--- src/rtl/can_bt_pkg.sv ---
package can_bt_pkg;
  parameter int PRESC_W = 8;
  parameter int SJW_W   = 2;
  parameter int SEG_W   = 3;
  localparam int CFG_W  = PRESC_W + SJW_W + 3 * SEG_W + 1;
  localparam int LEN_W  = SEG_W + 2;

  typedef struct packed {
    logic               clk_sel;
    logic [SEG_W-1:0]   ph2;
    logic [SEG_W-1:0]   ph1;
    logic [SEG_W-1:0]   prop;
    logic [SJW_W-1:0]   jump;
    logic [PRESC_W-1:0] presc;
  } bt_cfg_t;

  typedef enum logic [1:0] {
    SEG_SYNC = 2'd0,
    SEG_PROP = 2'd1,
    SEG_PH1  = 2'd2,
    SEG_PH2  = 2'd3
  } bt_seg_e;
endpackage

--- src/rtl/can_bt_rst_sync.sv ---
module can_bt_rst_sync (
  input  logic clk,
  input  logic rst_n,
  output logic rst_sync_n
);
  logic [1:0] stage_q;

  always_ff @(posedge clk or negedge rst_n) begin
    if (!rst_n) stage_q <= 2'b00;
    else        stage_q <= {stage_q[0], 1'b1};
  end

  assign rst_sync_n = stage_q[1];
endmodule

--- src/rtl/can_bt_cfg.sv ---
module can_bt_cfg
  import can_bt_pkg::*;
(
  input  logic             clk,
  input  logic             rst_n,
  input  logic             enable_i,
  input  logic [CFG_W-1:0] cfg_i,
  output bt_cfg_t          cfg_o
);
  bt_cfg_t cfg_q, cfg_n;

  always_comb begin
    cfg_n = cfg_q;
    if (!enable_i) cfg_n = bt_cfg_t'(cfg_i);
  end

  always_ff @(posedge clk or negedge rst_n) begin
    if (!rst_n) cfg_q <= '0;
    else        cfg_q <= cfg_n;
  end

  assign cfg_o = cfg_q;
endmodule

--- src/rtl/can_bt_prescaler.sv ---
module can_bt_prescaler
  import can_bt_pkg::*;
(
  input  logic               clk,
  input  logic               rst_n,
  input  logic               enable_i,
  input  logic               osc_en_i,
  input  logic               bus_en_i,
  input  logic               sel_i,
  input  logic [PRESC_W-1:0] presc_i,
  output logic               tick_o
);
  logic [PRESC_W-1:0] cnt_q, cnt_n;
  logic               eng;

  always_comb begin
    eng    = sel_i ? bus_en_i : osc_en_i;
    tick_o = enable_i && eng && (cnt_q == presc_i);
    cnt_n  = cnt_q;
    if (!enable_i)   cnt_n = '0;
    else if (tick_o) cnt_n = '0;
    else if (eng)    cnt_n = cnt_q + PRESC_W'(1);
  end

  always_ff @(posedge clk or negedge rst_n) begin
    if (!rst_n) cnt_q <= '0;
    else        cnt_q <= cnt_n;
  end
endmodule

--- src/rtl/can_bt_seq.sv ---
module can_bt_seq
  import can_bt_pkg::*;
(
  input  logic             clk,
  input  logic             rst_n,
  input  logic             enable_i,
  input  logic             tick_i,
  input  logic             rx_i,
  input  logic             bus_idle_i,
  input  logic             tx_dom_i,
  input  logic [LEN_W-1:0] prop_len_i,
  input  logic [LEN_W-1:0] ph1_len_i,
  input  logic [LEN_W-1:0] ph2_len_i,
  input  logic [LEN_W-1:0] jump_len_i,
  output logic             tq_o,
  output logic             sample_o,
  output logic             bit_start_o,
  output logic             rx_bit_o
);
  localparam logic [LEN_W-1:0] L1 = LEN_W'(1);

  bt_seg_e          seg_q, seg_n;
  logic [LEN_W-1:0] cnt_q, cnt_n, ph1_q, ph1_n, ph2_q, ph2_n;
  logic             rs_q, rs_n, rxl_q, rxl_n, rxb_q, rxb_n;
  logic             tq_q, tq_n, smp_q, smp_n, bst_q, bst_n;
  logic             edge_c, restart;
  logic [LEN_W-1:0] late_err, early_rem, len1, len2;

  function automatic logic [LEN_W-1:0] jump_clamp(input logic [LEN_W-1:0] err,
                                                  input logic [LEN_W-1:0] lim);
    return (err > lim) ? lim : err;
  endfunction

  assign edge_c    = rxl_q && !rx_i && !tx_dom_i;
  assign late_err  = (seg_q == SEG_PH1) ? (prop_len_i + cnt_q + L1) : (cnt_q + L1);
  assign early_rem = ph2_q - cnt_q;

  always_comb begin
    seg_n   = seg_q;
    cnt_n   = cnt_q;
    ph1_n   = ph1_q;
    ph2_n   = ph2_q;
    rs_n    = rs_q;
    rxl_n   = rxl_q;
    rxb_n   = rxb_q;
    tq_n    = 1'b0;
    smp_n   = 1'b0;
    bst_n   = 1'b0;
    restart = 1'b0;
    len1    = ph1_q;
    len2    = ph2_q;
    if (tick_i) begin
      tq_n  = 1'b1;
      rxl_n = rx_i;
      if (edge_c && bus_idle_i) begin
        restart = 1'b1;
        rs_n    = 1'b1;
      end else begin
        unique case (seg_q)
          SEG_SYNC: restart = 1'b1;
          SEG_PROP, SEG_PH1: begin
            if (edge_c && !rs_q) begin
              len1  = ph1_len_i + jump_clamp(late_err, jump_len_i);
              ph1_n = len1;
              rs_n  = 1'b1;
            end
            if (seg_q == SEG_PROP) begin
              if (cnt_q == prop_len_i - L1) begin
                seg_n = SEG_PH1;
                cnt_n = '0;
              end else begin
                cnt_n = cnt_q + L1;
              end
            end else if (cnt_q == len1 - L1) begin
              smp_n = 1'b1;
              rxb_n = rx_i;
              rs_n  = 1'b0;
              seg_n = SEG_PH2;
              cnt_n = '0;
            end else begin
              cnt_n = cnt_q + L1;
            end
          end
          SEG_PH2: begin
            if (edge_c && !rs_q) begin
              rs_n = 1'b1;
              if (early_rem <= jump_len_i) begin
                restart = 1'b1;
              end else begin
                len2  = ph2_q - jump_len_i;
                ph2_n = len2;
              end
            end
            if (!restart) begin
              if (cnt_q == len2 - L1) begin
                seg_n = SEG_SYNC;
                cnt_n = '0;
              end else begin
                cnt_n = cnt_q + L1;
              end
            end
          end
          default: restart = 1'b1;
        endcase
      end
      if (restart) begin
        seg_n = SEG_PROP;
        cnt_n = '0;
        ph1_n = ph1_len_i;
        ph2_n = ph2_len_i;
        bst_n = 1'b1;
      end
    end
  end

  always_ff @(posedge clk or negedge rst_n) begin
    if (!rst_n) begin
      seg_q <= SEG_SYNC;
      cnt_q <= '0;
      ph1_q <= '0;
      ph2_q <= '0;
      rs_q  <= 1'b0;
      rxl_q <= 1'b1;
      rxb_q <= 1'b1;
      tq_q  <= 1'b0;
      smp_q <= 1'b0;
      bst_q <= 1'b0;
    end else if (!enable_i) begin
      seg_q <= SEG_SYNC;
      cnt_q <= '0;
      ph1_q <= '0;
      ph2_q <= '0;
      rs_q  <= 1'b0;
      rxl_q <= 1'b1;
      rxb_q <= 1'b1;
      tq_q  <= 1'b0;
      smp_q <= 1'b0;
      bst_q <= 1'b0;
    end else begin
      seg_q <= seg_n;
      cnt_q <= cnt_n;
      ph1_q <= ph1_n;
      ph2_q <= ph2_n;
      rs_q  <= rs_n;
      rxl_q <= rxl_n;
      rxb_q <= rxb_n;
      tq_q  <= tq_n;
      smp_q <= smp_n;
      bst_q <= bst_n;
    end
  end

  assign tq_o        = tq_q;
  assign sample_o    = smp_q;
  assign bit_start_o = bst_q;
  assign rx_bit_o    = rxb_q;
endmodule

--- src/rtl/can_bit_timing.sv ---
module can_bit_timing
  import can_bt_pkg::*;
(
  input  logic             clk,
  input  logic             rst_n,
  input  logic             enable_i,
  input  logic             osc_en_i,
  input  logic             bus_en_i,
  input  logic [CFG_W-1:0] cfg_i,
  input  logic             rx_i,
  input  logic             bus_idle_i,
  input  logic             tx_dom_i,
  output logic             tq_o,
  output logic             sample_o,
  output logic             rx_bit_o,
  output logic             bit_start_o
);
  localparam logic [LEN_W-1:0] L1 = LEN_W'(1);

  logic             rst_int_n, tick;
  bt_cfg_t          cfg_q;
  logic [SEG_W-1:0] ph2_eff;
  logic [LEN_W-1:0] prop_len, ph1_len, ph2_len, jump_len;

  can_bt_rst_sync u_rst (
    .clk        (clk),
    .rst_n      (rst_n),
    .rst_sync_n (rst_int_n)
  );

  can_bt_cfg u_cfg (
    .clk      (clk),
    .rst_n    (rst_int_n),
    .enable_i (enable_i),
    .cfg_i    (cfg_i),
    .cfg_o    (cfg_q)
  );

  always_comb begin
    ph2_eff  = (cfg_q.ph2 == '0) ? SEG_W'(1) : cfg_q.ph2;
    prop_len = LEN_W'(cfg_q.prop) + L1;
    ph1_len  = LEN_W'(cfg_q.ph1) + L1;
    ph2_len  = LEN_W'(ph2_eff) + L1;
    jump_len = LEN_W'(cfg_q.jump) + L1;
  end

  can_bt_prescaler u_presc (
    .clk      (clk),
    .rst_n    (rst_int_n),
    .enable_i (enable_i),
    .osc_en_i (osc_en_i),
    .bus_en_i (bus_en_i),
    .sel_i    (cfg_q.clk_sel),
    .presc_i  (cfg_q.presc),
    .tick_o   (tick)
  );

  can_bt_seq u_seq (
    .clk         (clk),
    .rst_n       (rst_int_n),
    .enable_i    (enable_i),
    .tick_i      (tick),
    .rx_i        (rx_i),
    .bus_idle_i  (bus_idle_i),
    .tx_dom_i    (tx_dom_i),
    .prop_len_i  (prop_len),
    .ph1_len_i   (ph1_len),
    .ph2_len_i   (ph2_len),
    .jump_len_i  (jump_len),
    .tq_o        (tq_o),
    .sample_o    (sample_o),
    .bit_start_o (bit_start_o),
    .rx_bit_o    (rx_bit_o)
  );
endmodule

--- config.mk ---
export PLATFORM = sky130hd
export DESIGN_NAME = can_bit_timing
export DESIGN_NICKNAME = d
export VERILOG_FILES = /design/src/rtl/can_bt_pkg.sv /design/src/rtl/can_bt_rst_sync.sv /design/src/rtl/can_bt_cfg.sv /design/src/rtl/can_bt_prescaler.sv /design/src/rtl/can_bt_seq.sv /design/src/rtl/can_bit_timing.sv
export SDC_FILE = /design/constraint.sdc
export NUM_CORES = 1
export LEC_CHECK = 0
export CAP_MARGIN = 10
export CORE_ASPECT_RATIO = 1.75
export CORE_UTILIZATION = 32
export CTS_CLUSTER_DIAMETER = 30
export DETAILED_ROUTE_END_ITERATION = 10
export PLACE_DENSITY_LB_ADDON = 0.12
export SYNTH_ARGS = -nofsm -noshare
export SYNTH_HDL_FRONTEND = slang
export SYNTH_SLANG_ARGS = --single-unit
--- constraint.sdc ---
create_clock -name clk -period 2.15 [get_ports clk]
set_input_delay 0.645 -clock clk [delete_from_list [all_inputs] [get_ports clk]]
set_output_delay 0.645 -clock clk [all_outputs]
set_load 0.1 [all_outputs]
==> impl_metrics.py <==
metrics = {
    "run_status": {
        "outcome": "complete, but fails checks",
        "violations": "setup timing",
    },
    "floorplanning": {
        "dieArea_sq_um": 13800,
        "io_pins": 32,
        "coreArea_sq_um": 12940,
        "rows": 55,
        "die_h_um": 154.7,
        "start_util": 0.3294,
        "dieWidth_um": 89.24,
    },
    "setup_path": {
        "cp-end-kind": "flop",
        "regToRegStartpoint": "u_cfg.cfg_o[10]$_DFFE_PN0N_",
        "slowest_stage": "dfrtp_2",
        "r2r_slack_ps": -2730,
        "arrival_ps": 5090,
        "cp_common_cell": "ha_4",
        "cp_max_fo": 4,
        "cpPeakStageDelay_ps": 450,
        "r2r_end": "u_seq.cnt_q[3]$_DFFE_PN0P_",
        "crit_type": "reg2reg",
        "critPathLaunch": "u_cfg.cfg_o[10]$_DFFE_PN0N_",
        "critPathLaunchType": "flop",
        "crit_chain": "ha_4, fa_1, mux2_4, ha_4, nor2b_4, o21a_1, o21ai_2, nand3_2, buf_4, buf_6, mux2_2, ha_4, nor2b_1, o21ai_0, a31oi_1, xnor2_1, and3_1, o2111a_2, buf_4, o31ai_2, a31oi_1, o22ai_1",
        "reg2regPathDepth": 22,
        "required_ps": 2370,
    },
    "place": {
        "dp_hpwl_um": 10820,
        "port_buffers": 31,
        "finalWeightedCongestion": 0.8729,
    },
    "global_routing": {
        "grt_pass1_wl_um": 22020,
        "grt_pass1_vias": 4570,
        "grt-ovfl-total": 0,
        "grt_usage": 0.2110,
        "antenna_found_initial": 0,
        "grt_max_degree": 43,
    },
    "clock_network": {
        "clockBufferDepth": 2,
        "cts_tree": "done",
        "clk_pin_slew_ps": 80,
        "htreeDepth": 2,
        "hold_buffers": 0,
        "cts_root_buf": "clkbuf_16",
        "clkSinkCount": 53,
        "clk_latency_ps": 300,
        "cts_buffers": 5,
    },
    "synth": {
        "post-synth-top-count-cell": "dfrtp_1",
        "synth_nets": 531,
        "synth-edff-count": 0,
        "syn-cell-area_sq_um": 4262,
        "synth_top_area_frac": 0.2995,
        "synth_common_cells": "dfrtp_1 (51), nor2_1 (36), nand2_1 (35), ha_1 (32), nand3_1 (28)",
        "yosys-top-cells-area": "dfrtp_1 (30%), ha_1 (9.4%), mux2_2 (6.3%)",
        "synth_top_area_cell": "dfrtp_1",
        "yosysSeqAreaShare": 0.3118,
        "ys_types": 74,
        "synth_warnings": 0,
        "postSynthAreaPerCell_sq_um": 9.125,
        "synth_ff_type": "dfrtp_1",
        "syn-instance-count": 467,
        "synthArstFlopShare": 1.000,
        "synth_seq_cells": 53,
    },
    "sta": {
        "setup_viol": 21,
        "max_freq_mhz": 205.1,
        "fin_setup_tns_ps": -43830,
        "rsz0062_at_grt": "yes",
        "slew-limit-headroom": 0.6450,
        "period_needed_ps": 4876,
        "final-hold-violation-count": 0,
        "fin_crit_sh": 2.268,
        "finalWorstSetupSlack_ps": -2726,
        "worstMarginPinSlew_ps": 528.5,
        "skew_ps": 8.276,
        "drv_slew": 0,
    },
    "routing": {
        "vias_per_cell": 5.200,
        "wl_per_cell_um": 16.92,
        "routed_wl_um": 13650,
        "drc": 0,
        "routed-via-count": 4196,
        "postRouteAntennaNets": 0,
        "first_pass_iters": 4,
        "drtIter0Drc": 156,
    },
    "power_and_ir_drop": {
        "powerDensity_nw_per_um2": 1433,
        "finalPower_mw": 9.071,
        "p_leak_nw": 2.819,
        "ir_drop_v": 0.0007505,
    },
    "layout": {
        "antennaDiodeCount": 0,
        "drive_gt1_frac": 0.4057,
        "nNetsFinal": 699,
        "area.growth.synth_to_final_pct": 48.53,
        "fillerInstances": 1303,
    },
    "job": {
        "maxCapViolations": 0,
    },
    "min_path": {
        "min_path_type": "reg2async",
    },
}
-- report_power, final --
part / internal, mW / total (mW) / leakage (nW) / switching (mW)
logic: 3.67 / 6.96 / 2.09 / 3.29
registers: 1.14 / 1.27 / 0.670 / 0.137
clock network: 0.434 / 0.836 / 0.0631 / 0.402
-- flip-flops by register name (all words and copies together), names as in the netlist --
register           count
u_rst.stage_q          2
u_seq.bit_start_o      1
u_seq.ph2_q            5
u_cfg.cfg_o           20
u_seq.sample_o         1
u_seq.seg_q            2
u_seq.rxl_q            1
u_presc.cnt_q          8
u_seq.rs_q             1
u_seq.cnt_q            5
u_seq.rx_bit_o         1
u_seq.ph1_q            5
u_seq.tq_o             1
-- routing by layer --
metal  vias up  track usage  part of all wire  wire (um)
met5         -            0                 0          0
met4         0       0.1096             0.044        607
met3        40      0.02241             0.022        298
met2        88       0.4126              0.58       7869
met1      2038       0.2063              0.36       4877
li1       2030            -                 -          -
-- cells by family (layout without fill, tap and decap cells) --
family	Yosys count	after routing	share of synthesized area
buffers and inverters	40	209	0.03846
xor gates and xnor gates	42	42	0.08632
DFF	53	53	0.3118
muxes	30	30	0.08045
AOI/OAI and AO/OA	110	110	0.1832
adders and majority gates	36	36	0.1127
other	2	2	0.001762
and+or+nand+nor	154	154	0.1853
-- layout make-up --
| cell class | count | area, sq um | share of cell area |
|---|---|---|---|
| timing repair buffer | 175 | 1451 | 0.2293 |
| multi-input combinational | 374 | 3089 | 0.4880 |
| clock buffer | 6 | 128.9 | 0.02036 |
| inverter | 26 | 98.84 | 0.01562 |
| sequential | 53 | 1333 | 0.2105 |
| tap | 171 | 214.0 | 0.03380 |
| clock inverter | 2 | 15.01 | 0.002372 |
-- critical path: cells and delay by family (launching register included) --
kind / cells / cell delay [ps]
flip-flops: 1 / 450
adder cells (fa/ha/maj): 4 / 1130
AO/OA/AOI/OAI: 8 / 1470
buffers and inverters: 3 / 440
XOR/XNOR: 1 / 150
AND/OR/NAND/NOR: 4 / 530
multiplexers: 2 / 590
-- cell usage in the layout (no fill, tap or decap), types with 6 or more instances in the layout --
master           Yosys  layout
nor2_1              36      34
xnor2_1             25      23
buf_6                1      12
xor2_1              17      15
nand4_1              7       7
and3_1              10      10
o21ai_0             25      13
clkdlybuf4s50_1      0      27
ha_1                32      24
ha_4                 0       7
nand2_1             35      32
inv_1               24      17
inv_2                1       8
buf_4                1     134
dfrtp_1             51      48
nand3_1             28      24
o21ai_2              1       7
nor3_1              11      11
a21oi_1             25      20
o21ai_1              4       9
a21oi_2              1       6
mux2_2              24      22
-- through the flow --
step	setup slack (ps)	hold slack [ps]	instances	area, sq um	utilization
global placement	-2692	140.1	781	5738	0.4435
detailed placement	-2881	145.6	781	5738	0.4435
floorplan	-2512	331.2	467	4334	-
global route	-2957	161.9	807	6330	0.4893
CTS	-2742	149.8	805	6217	0.4806
finish	-2726	137.8	807	6330	0.4893
-- worst max-delay path by stage --
stage          slack, ps                         end  cells after the start
2_1_floorplan      -2510  u_seq.rx_bit_o$_DFFE_PN1P_                     24
3_5_place_dp       -2880  u_seq.rx_bit_o$_DFFE_PN1P_                     23
4_1_cts            -2740  u_seq.seg_q[0]$_DFFE_PN0P_                     22
6_report           -2730  u_seq.cnt_q[3]$_DFFE_PN0P_                     22
5_1_grt            -2960  u_seq.rx_bit_o$_DFFE_PN1P_                     22
3_3_place_gp       -2690  u_seq.rx_bit_o$_DFFE_PN1P_                     23
-- repair_timing --
| item | in CTS | in global routing |
|---|---|---|
| cloned | 1 | 0 |
| pin swaps | 19 | 17 |
| resized for setup | 55 | 18 |
| endpoints found under the setup margin | 21 | 23 |
| buffers inserted | 15 | 2 |
| endpoints found under the hold margin | 0 | 0 |
Note: power is estimated with default switching activity, not from simulation.
